`src/rtl/mdio_pkg.sv`:
```
package mdio_pkg;
  localparam int PHY_AW     = 5;
  localparam int REG_AW     = 5;
  localparam int DW         = 16;
  localparam int CODE_W     = 3;
  localparam int PRE_BITS   = 32;
  localparam int FRAME_BITS = PRE_BITS + 4 + PHY_AW + REG_AW + 2 + DW;
  localparam int TA_POS     = PRE_BITS + 4 + PHY_AW + REG_AW;
  localparam int DATA_POS   = TA_POS + 2;
  localparam int CNT_W      = $clog2(FRAME_BITS);
  localparam int RATIO_W    = 8;
  localparam int HALF_W     = RATIO_W - 1;

  typedef struct packed {
    logic [PHY_AW-1:0] phy;
    logic [REG_AW-1:0] regn;
    logic              spare;
    logic [CODE_W-1:0] code;
    logic              wr;
  } cmd_t;

  // non-monotonic code map; reserved codes take the slowest setting
  function automatic logic [RATIO_W-1:0] code_to_ratio(input logic [CODE_W-1:0] code);
    case (code)
      3'd0:    code_to_ratio = RATIO_W'(42);
      3'd1:    code_to_ratio = RATIO_W'(62);
      3'd2:    code_to_ratio = RATIO_W'(16);
      3'd3:    code_to_ratio = RATIO_W'(26);
      3'd4:    code_to_ratio = RATIO_W'(102);
      default: code_to_ratio = RATIO_W'(124);
    endcase
  endfunction
endpackage

```
`src/rtl/mdio_clkdiv.sv`:
```
module mdio_clkdiv
  import mdio_pkg::*;
(
  input  logic              clk_i,
  input  logic              rst_ni,
  input  logic              start_i,
  input  logic              stop_i,
  input  logic [CODE_W-1:0] code_i,
  output logic              mdc_o,
  output logic              rise_o,
  output logic              fall_o
);
  logic               run_q, mdc_q, tick;
  logic [HALF_W-1:0]  hcnt_q, lim_q, lim_d;
  logic [RATIO_W-1:0] ratio;

  assign ratio = code_to_ratio(code_i);
  assign lim_d = ratio[RATIO_W-1:1] - HALF_W'(1);
  assign tick  = run_q & (hcnt_q == lim_q);

  always_ff @(posedge clk_i or negedge rst_ni) begin
    if (!rst_ni) begin
      run_q  <= 1'b0;
      mdc_q  <= 1'b0;
      hcnt_q <= '0;
      lim_q  <= '0;
    end else if (start_i) begin
      run_q  <= 1'b1;
      mdc_q  <= 1'b0;
      hcnt_q <= '0;
      lim_q  <= lim_d;
    end else if (stop_i) begin
      run_q  <= 1'b0;
      mdc_q  <= 1'b0;
      hcnt_q <= '0;
    end else if (run_q) begin
      if (tick) begin
        hcnt_q <= '0;
        mdc_q  <= ~mdc_q;
      end else begin
        hcnt_q <= hcnt_q + HALF_W'(1);
      end
    end
  end

  assign mdc_o  = mdc_q;
  assign rise_o = tick & ~mdc_q;
  assign fall_o = tick & mdc_q;

  AST_HALF_LIMIT: assert property (@(posedge clk_i) disable iff (!rst_ni)
    run_q |-> hcnt_q <= lim_q);
  AST_MDC_TOGGLE_ON_TICK: assert property (@(posedge clk_i) disable iff (!rst_ni)
    (run_q && $past(run_q) && !$past(tick) && !$past(start_i)) |-> $stable(mdc_q));
endmodule

```
`src/rtl/mdio_frame.sv`:
```
module mdio_frame
  import mdio_pkg::*;
(
  input  logic          clk_i,
  input  logic          rst_ni,
  input  logic          start_i,
  input  cmd_t          cmd_i,
  input  logic [DW-1:0] wdata_i,
  input  logic          rise_i,
  input  logic          fall_i,
  output logic          done_o,
  output logic [DW-1:0] rdata_o,
  output logic          mdio_o,
  output logic          mdio_oe_o,
  input  logic          mdio_i
);
  logic                  active_q, rd_q, last_bit, in_rx, in_release;
  logic [CNT_W-1:0]      bitcnt_q;
  logic [FRAME_BITS-1:0] frame_q, frame_d;
  logic [DW-1:0]         rsh_q;

  assign frame_d = {{PRE_BITS{1'b1}}, 2'b01,
                    (cmd_i.wr ? 2'b01 : 2'b10),
                    cmd_i.phy, cmd_i.regn, 2'b10,
                    (cmd_i.wr ? wdata_i : {DW{1'b0}})};

  assign last_bit   = (bitcnt_q == CNT_W'(FRAME_BITS - 1));
  assign in_rx      = rd_q & (bitcnt_q >= CNT_W'(DATA_POS));
  assign in_release = rd_q & (bitcnt_q >= CNT_W'(TA_POS));
  assign done_o     = active_q & fall_i & last_bit;

  always_ff @(posedge clk_i or negedge rst_ni) begin
    if (!rst_ni) begin
      active_q <= 1'b0;
      rd_q     <= 1'b0;
      bitcnt_q <= '0;
      frame_q  <= '1;
    end else if (start_i) begin
      active_q <= 1'b1;
      rd_q     <= ~cmd_i.wr;
      bitcnt_q <= '0;
      frame_q  <= frame_d;
    end else if (done_o) begin
      active_q <= 1'b0;
      bitcnt_q <= '0;
      frame_q  <= '1;
    end else if (active_q && fall_i) begin
      bitcnt_q <= bitcnt_q + CNT_W'(1);
      frame_q  <= {frame_q[FRAME_BITS-2:0], 1'b1};
    end
  end

  always_ff @(posedge clk_i or negedge rst_ni) begin
    if (!rst_ni) rsh_q <= '0;
    else if (active_q && rise_i && in_rx) rsh_q <= {rsh_q[DW-2:0], mdio_i};
  end

  assign rdata_o   = rsh_q;
  assign mdio_o    = active_q ? frame_q[FRAME_BITS-1] : 1'b1;
  assign mdio_oe_o = active_q & ~in_release;

  AST_MDIO_ON_FALL: assert property (@(posedge clk_i) disable iff (!rst_ni)
    (active_q && $past(active_q) && !$past(fall_i)) |-> $stable(mdio_o));
  AST_NO_DRIVE_IN_RX: assert property (@(posedge clk_i) disable iff (!rst_ni)
    (active_q && in_rx) |-> !mdio_oe_o);
endmodule

```
`src/rtl/mdio_regs.sv`:
```
module mdio_regs
  import mdio_pkg::*;
(
  input  logic          clk_i,
  input  logic          rst_ni,
  input  logic          cmd_we_i,
  input  logic [15:0]   cmd_wdata_i,
  input  logic          data_we_i,
  input  logic [DW-1:0] data_wdata_i,
  input  logic          done_i,
  input  logic [DW-1:0] rx_data_i,
  output logic          start_o,
  output cmd_t          new_cmd_o,
  output logic          busy_o,
  output logic [15:0]   cmd_rdata_o,
  output logic [DW-1:0] data_o
);
  cmd_t          cmd_q;
  logic          busy_q;
  logic [DW-1:0] data_q;

  assign new_cmd_o = cmd_t'(cmd_wdata_i[15:1]);
  assign start_o   = cmd_we_i & ~busy_q & cmd_wdata_i[0];

  always_ff @(posedge clk_i or negedge rst_ni) begin
    if (!rst_ni) begin
      cmd_q  <= '0;
      busy_q <= 1'b0;
    end else if (cmd_we_i && !busy_q) begin
      cmd_q  <= new_cmd_o;
      busy_q <= cmd_wdata_i[0];
    end else if (done_i) begin
      busy_q <= 1'b0;
    end
  end

  always_ff @(posedge clk_i or negedge rst_ni) begin
    if (!rst_ni) data_q <= '0;
    else if (data_we_i && !busy_q) data_q <= data_wdata_i;
    else if (done_i && !cmd_q.wr) data_q <= rx_data_i;
  end

  assign busy_o      = busy_q;
  assign cmd_rdata_o = {cmd_q, busy_q};
  assign data_o      = data_q;

  AST_BUSY_HOLD: assert property (@(posedge clk_i) disable iff (!rst_ni)
    (busy_q && !done_i) |=> busy_q);
  AST_CMD_FROZEN: assert property (@(posedge clk_i) disable iff (!rst_ni)
    (busy_q && $past(busy_q)) |-> $stable(cmd_q));
  AST_DATA_FROZEN: assert property (@(posedge clk_i) disable iff (!rst_ni)
    ($past(busy_q) && !$past(done_i)) |-> $stable(data_q));
endmodule

```
`src/rtl/mdio_mgmt_ctrl.sv`:
```
module mdio_mgmt_ctrl
  import mdio_pkg::*;
(
  input  logic        clk_i,
  input  logic        rst_ni,
  input  logic        cmd_we_i,
  input  logic [15:0] cmd_wdata_i,
  input  logic        data_we_i,
  input  logic [15:0] data_wdata_i,
  output logic [15:0] cmd_rdata_o,
  output logic [15:0] data_rdata_o,
  output logic        busy_o,
  output logic        mdc_o,
  output logic        mdio_o,
  output logic        mdio_oe_o,
  input  logic        mdio_i
);
  logic          start, done, rise, fall;
  cmd_t          new_cmd;
  logic [DW-1:0] data_q, rx_data;

  mdio_regs u_regs (
    .clk_i        (clk_i),
    .rst_ni       (rst_ni),
    .cmd_we_i     (cmd_we_i),
    .cmd_wdata_i  (cmd_wdata_i),
    .data_we_i    (data_we_i),
    .data_wdata_i (data_wdata_i),
    .done_i       (done),
    .rx_data_i    (rx_data),
    .start_o      (start),
    .new_cmd_o    (new_cmd),
    .busy_o       (busy_o),
    .cmd_rdata_o  (cmd_rdata_o),
    .data_o       (data_q)
  );

  mdio_clkdiv u_clkdiv (
    .clk_i   (clk_i),
    .rst_ni  (rst_ni),
    .start_i (start),
    .stop_i  (done),
    .code_i  (new_cmd.code),
    .mdc_o   (mdc_o),
    .rise_o  (rise),
    .fall_o  (fall)
  );

  mdio_frame u_frame (
    .clk_i     (clk_i),
    .rst_ni    (rst_ni),
    .start_i   (start),
    .cmd_i     (new_cmd),
    .wdata_i   (data_q),
    .rise_i    (rise),
    .fall_i    (fall),
    .done_o    (done),
    .rdata_o   (rx_data),
    .mdio_o    (mdio_o),
    .mdio_oe_o (mdio_oe_o),
    .mdio_i    (mdio_i)
  );

  assign data_rdata_o = data_q;

  AST_IDLE_PINS: assert property (@(posedge clk_i) disable iff (!rst_ni)
    !busy_o |-> (!mdc_o && !mdio_oe_o && mdio_o));
  AST_DONE_ONLY_BUSY: assert property (@(posedge clk_i) disable iff (!rst_ni)
    done |-> busy_o);
endmodule

```
`config.mk`:
```
export PLATFORM = sky130hd
export DESIGN_NAME = mdio_mgmt_ctrl
export DESIGN_NICKNAME = d
export VERILOG_FILES = /design/src/rtl/mdio_pkg.sv /design/src/rtl/mdio_clkdiv.sv /design/src/rtl/mdio_frame.sv /design/src/rtl/mdio_regs.sv /design/src/rtl/mdio_mgmt_ctrl.sv
export SDC_FILE = /design/constraint.sdc
export NUM_CORES = 1
export LEC_CHECK = 0
export ABC_CLOCK_PERIOD_IN_PS = 2850
export CAP_MARGIN = 10
export CORE_MARGIN = 2
export CORE_UTILIZATION = 43
export DETAILED_ROUTE_END_ITERATION = 10
export DONT_BUFFER_PORTS = 1
export SLEW_MARGIN = 40
export SYNTH_ARGS = -nofsm -noshare
export SYNTH_HDL_FRONTEND = slang
export SYNTH_HIERARCHICAL = 1
export SYNTH_SLANG_ARGS = --single-unit
```
`constraint.sdc`:
```
create_clock -name clk_i -period 2.85 [get_ports clk_i]
set_input_delay 0.4275 -clock clk_i [delete_from_list [all_inputs] [get_ports clk_i]]
set_output_delay 0.4275 -clock clk_i [all_outputs]
set_load 0.03 [all_outputs]
```
==> out/qor.yml, run 1 <==
detailed_routing:
  ant_nets: 0
  vias_per_cell: 5.43
  vias: 4288
  dr.pass1.iters: 5
  drtIter0Drc: 335
  routed_wl_mm: 13.4
  route.detailed.drc: 0
  wl_per_cell_um: 16.9
clocking:
  clock_latency_ns: 0.41
  postCtsResizedCells: 0
  ctsLongestPathBuffers: 2
  cts_tree: "built"
  clk_pin_slew_ns: 0.06
  htree_levels: 4
  clock_sinks: 136
  cts_setup_buffers: 0
  cts-root-buf: "clkbuf_16"
  numCtsBuffers: 17
logic_synthesis:
  syn_nets: 640
  synth.avg_cell_area_um2: 11.2
  synth_cells: 600
  syn_area_um2: 6740
  yosysWarnings: 6
timing:
  tns_ns: 0
  fmax_mhz: 382
  fin_crit_ns: 2.62
  setup_violations: 0
  final_max_slew_viol_count: 0
  hold_viol: 136
  hold_ws_ns: -0.288
  tightestPinTransition_ns: 0.754
  rsz0062_at_grt: "false"
  clock_skew_ns: 0.0103
  fin_crit_sh_pct: 92.0
  maxSlewHeadroom_pct: 49.7
global_routing:
  grt_max_degree: 137
  grt_pass1_vias: 4417
  grt.total_usage_pct: 16.6
  grt_overflow_total: 0
  antenna_found_initial: 0
  grt_pass1_wl_mm: 22.1
final_layout:
  n_antenna_cell: 0
  multiInputGateArea_um2: 2850
  synthToLayoutAreaGrowth_pct: 7.74
  fillers: 1373
  fin_nets: 606
  final_layout_size_suffix_gt1_share_pct: 31.3
  ff_latch_area_um2: 3480
floorplanning:
  dieArea_um2: 16700
  die_w_um: 129
  core_area_um2: 15300
  fp.dieH_um: 129
  start_util_pct: 44.2
  std_cell_rows: 45
  ios: 73
placement:
  hpwl_mm: 8.03
  gp_congestion: 0.778
  port_buffers: 0
worst_hold_path:
  hold_path.class: "input port to async pin"
power:
  power.leakage_nw: 2.85
  vdd_drop_max_mv: 0.378
  powerDensity_nw_per_um2: 857
worst_setup_path:
  worstSetupPathType: "flop to flop"
  crit_required_ns: 3.14
  reg2reg_setup_slack_ns: 0.23
  startpoint_type: "flop"
  crit_fanout: 15
  arrival_ns: 2.91
  end_kind: "flop"
run_status:
  violations: "negative hold slack"
  status: "complete, but fails checks"
job:
  max_cap_violations: 0
-- path summary, 6_finish.rpt --
check,startpoint,endpoint,cells past startpoint
setup / recovery,u_clkdiv/hcnt_q[4],u_regs/data_o[2],9
hold / removal,rst_ni,u_clkdiv/hcnt_q[6],0
setup reg to reg,u_clkdiv/hcnt_q[4],u_regs/data_o[2],9
hold reg to reg,u_frame/rdata_o[15],u_frame/rdata_o[15],1
max in group asynchronous,rst_ni,u_frame/frame_q[9],0
min in group clk_i,cmd_wdata_i[4],u_clkdiv/lim_q[2],1
-- worst max-delay path, cell delays in order, from the launching register on --
cell	delay [ns]
dfrtp_1	0.43
xnor2_1	0.23
nand2_2	0.13
nor4_4	0.31
and2_4	0.22
nand2_2	0.08
nor2_4	0.20
nand2b_1	0.14
nand2_2	0.36
mux2_2	0.38
-- flip-flops by register name, summed over array words and instances (netlist names), 6 cells and up --
name,count
u_frame/bitcnt_q,6
u_clkdiv/lim_q,7
u_clkdiv/hcnt_q,7
u_frame/rdata_o,16
u_frame/frame_q,64
u_regs/cmd_rdata_o,15
u_regs/data_o,16
-- layout by cell type, fill, tap and decap left out, types with 10 or more instances in the layout --
cell type / n
o21bai_1: 35
nand2_1: 40
dfrtp_1: 72
clkbuf_16: 18
xnor2_1: 10
mux2_2: 38
a21oi_1: 10
nor2_1: 74
a211oi_1: 63
mux2_4: 26
buf_4: 10
o31ai_1: 28
dfstp_2: 64
-- power by group --
part | total [mW] | switching (mW) | internal, mW
clock network | 1.99 | 0.759 | 1.23
logic | 0.994 | 0.492 | 0.501
registers | 3.24 | 0.684 | 2.55
total | 6.22 | 1.94 | 4.28
-- area by class of cell --
class                      count  share of cell area [%]
sequential                   136                    48.0
multi-input combinational    392                    39.3
clock buffer                  29                    7.19
tap                          211                    3.64
timing repair buffer          11                    1.31
inverter                       8                   0.414
clock inverter                 3                   0.207
-- metal layers --
layer | wire length (um) | track usage [%] | vias up | part of all wire (%)
li1 | - | - | 2041 | -
met1 | 6160 | 22.0 | 2134 | 46
met2 | 6360 | 25.7 | 97 | 47
met3 | 643 | 4.50 | 16 | 4.8
met4 | 227 | 7.29 | 0 | 1.7
met5 | 0 | 0 | - | 0
-- metrics by stage --
| step | setup slack [ns] | instance area (um^2) | utilization (%) | cells | power [mW] |
|---|---|---|---|---|---|
| floorplan | 0.0409 | 6750 | - | 600 | 4.03 |
| global placement | 0.312 | 6720 | 44.1 | 758 | 4.20 |
| detailed placement | 0.282 | 6720 | 44.1 | 758 | 4.26 |
| CTS | 0.245 | 7260 | 47.6 | 790 | 6.27 |
| global route | 0.0689 | 7260 | 47.6 | 790 | 6.51 |
| finish | 0.229 | 7260 | 47.6 | 790 | 6.22 |
(Power assumes the default switching activity.)
==> run 2: changes to the inputs <==
CORE_UTILIZATION = 58   (was 43)
PLACE_DENSITY = 0.76   (was not set)
==> out/qor.yml, run 2 (synthesis gave the netlist of run 1 again) <==
clocking:
  numCtsBuffers: 17  # unchanged
  htree_levels: 4  # unchanged
  clk_pin_slew_ns: 0.06  # about the same
  cts_setup_buffers: 0  # unchanged
  postCtsResizedCells: 0  # unchanged
  clock_sinks: 136  # unchanged
  cts-root-buf: "clkbuf_16"
  clock_latency_ns: 0.41  # about the same
  cts_tree: "built"
  ctsLongestPathBuffers: 2  # unchanged
timing:
  fmax_mhz: 381  # about the same
  rsz0062_at_grt: "false"
  hold_viol: 136  # unchanged
  final_max_slew_viol_count: 0  # unchanged
  setup_violations: 0  # unchanged
  fin_crit_ns: 2.62  # +0.000720 ns
  fin_ws_ns: 0.228  # -0.000720 ns
  tns_ns: 0  # unchanged
  maxSlewHeadroom_pct: 52.4  # +2.7 points
  hold_ws_ns: -0.284  # +0.00451 ns
  fin_crit_sh_pct: 92.0  # about the same
  tightestPinTransition_ns: 0.714  # -0.0404 ns
  clock_skew_ns: 0.00619  # -0.00411 ns
worst_setup_path:
  crit_family: "simple AND/OR/NAND/NOR gates"
  arrival_ns: 2.91  # about the same
  reg2reg_from: "u_clkdiv/hcnt_q[2]"
  path_cells: "xnor2_1, nand2_2, nor4_4, and2_4, nand2_2, nor2_4, nand2b_1, nand2_2, mux2_2"
  cpMostUsedCell: "nand2_2"
  startpoint_type: "flop"
  crit_fanout: 15  # unchanged
  cp_slowest_cell: "dfrtp_1"
  end_kind: "flop"
  worstSetupPathType: "flop to flop"
  r2r_cells: 9  # unchanged
  max_stage_delay_ns: 0.43  # about the same
  crit_required_ns: 3.14  # about the same
  r2r-end: "u_regs/data_o[14]"
  reg2reg_setup_slack_ns: 0.23  # about the same
  crit_buf_inv: 0  # unchanged
detailed_routing:
  route.detailed.drc: 0  # unchanged
  wl_per_cell_um: 18.8  # +11%
  vias_per_cell: 6.12  # +13%
  routed_wl_mm: 13.5  # +1.0%
  drtIter0Drc: 364  # +8.7%
  ant_nets: 0  # unchanged
  dr.pass1.iters: 4  # -1
  vias: 4410  # +2.8%
power:
  power.leakage_nw: 2.91  # +1.9%
  finalPower_mw: 6.57  # +5.6%
  powerDensity_nw_per_um2: 903  # +5.4%
  vdd_drop_max_mv: 0.574  # +52%
final_layout:
  fillers: 847  # -38%
  final_cell_mix: "74 x nor2_1, 72 x dfrtp_1, 64 x dfstp_2"
  n_antenna_cell: 0  # unchanged
  stdcell_count: 721  # -8.7%
  ff_latch_area_um2: 3480  # unchanged
  final_common_cell: "nor2_1"
  largest_reg_flops: 64  # unchanged
  fin_nets: 605  # -0.17%
  regMostFlops: "u_frame/frame_q"
  final_layout_size_suffix_gt1_share_pct: 32.4  # +1.1 points
  synthToLayoutAreaGrowth_pct: 7.98
  multiInputGateArea_um2: 2850  # unchanged
floorplanning:
  die_w_um: 112  # -13%
  ios: 73  # unchanged
  dieArea_um2: 12500  # -25%
  core_area_um2: 11400  # -25%
  std_cell_rows: 39  # -13%
  start_util_pct: 59.3  # +15 points
  fp.dieH_um: 112  # -13%
global_routing:
  grt_max_degree: 137  # unchanged
  grt.total_usage_pct: 22.8  # +6.2 points
  grt_overflow_total: 0  # unchanged
  grt_pass1_vias: 4561  # +3.3%
  antenna_found_initial: 0  # unchanged
  grt_pass1_wl_mm: 23.1  # +4.6%
worst_hold_path:
  hold_path.class: "input port to async pin"
run_status:
  violations: "negative hold slack"
  status: "complete, but fails checks"
placement:
  hpwl_mm: 8.02  # -0.10%
  place_inst: 689  # -9.1%
  place_ws_ns: 0.236  # -0.0454 ns
  gp_congestion: 0.801  # +3.0%
  port_buffers: 0  # unchanged
job:
  max_cap_violations: 0  # unchanged
-- run 2: cell type report --
| cell class | count | area share (%) |
|---|---|---|
| Multi-Input combinational cell | 392 | 39.2 |
| Timing Repair Buffer | 10 | 1.20 |
| Clock inverter | 8 | 1.38 |
| Clock buffer | 24 | 7.50 |
| Inverter | 8 | 0.413 |
| Sequential cell | 136 | 47.9 |
| Tap cell | 143 | 2.46 |
-- run 2: layer usage --
layer  GRT usage, %  share of wire, %  vias up
li1               -                 -     2048
met1           29.2                42     2221
met3           6.75               5.1       24
met5              0                 0        -
met2           36.4                50      117
met4           9.63               2.5        0
-- run 2: worst max path at each step --
| stage | endpoint | from | depth (start not counted) |
|---|---|---|---|
| 5_1_grt | u_regs/data_o[15] | u_clkdiv/hcnt_q[2] | 9 |
| 2_1_floorplan | u_regs/data_o[2] | u_clkdiv/hcnt_q[2] | 12 |
| 6_report | u_regs/data_o[14] | u_clkdiv/hcnt_q[2] | 9 |
| 4_1_cts | u_regs/data_o[14] | u_clkdiv/hcnt_q[2] | 9 |
| 3_5_place_dp | u_regs/data_o[14] | u_clkdiv/hcnt_q[2] | 9 |
| 3_3_place_gp | u_regs/data_o[1] | u_clkdiv/hcnt_q[2] | 9 |
-- run 2: power breakdown --
part	total, mW	switching [mW]	internal, mW
combinational	1.00	0.503	0.502
clock	2.32	0.806	1.52
sequential	3.24	0.690	2.55
total	6.57	2.00	4.57
-- run 2: stage by stage --
| step | util, % | hold slack [ns] | cell area (um^2) |
|---|---|---|---|
| final | 64.0 | -0.284 | 7280 |
| after global placement | 58.3 | 0.141 | 6630 |
| after detailed placement | 58.3 | 0.140 | 6630 |
| after CTS | 64.0 | -0.299 | 7280 |
| after global routing | 64.0 | -0.311 | 7280 |
| after floorplan | - | 0.132 | 6750 |
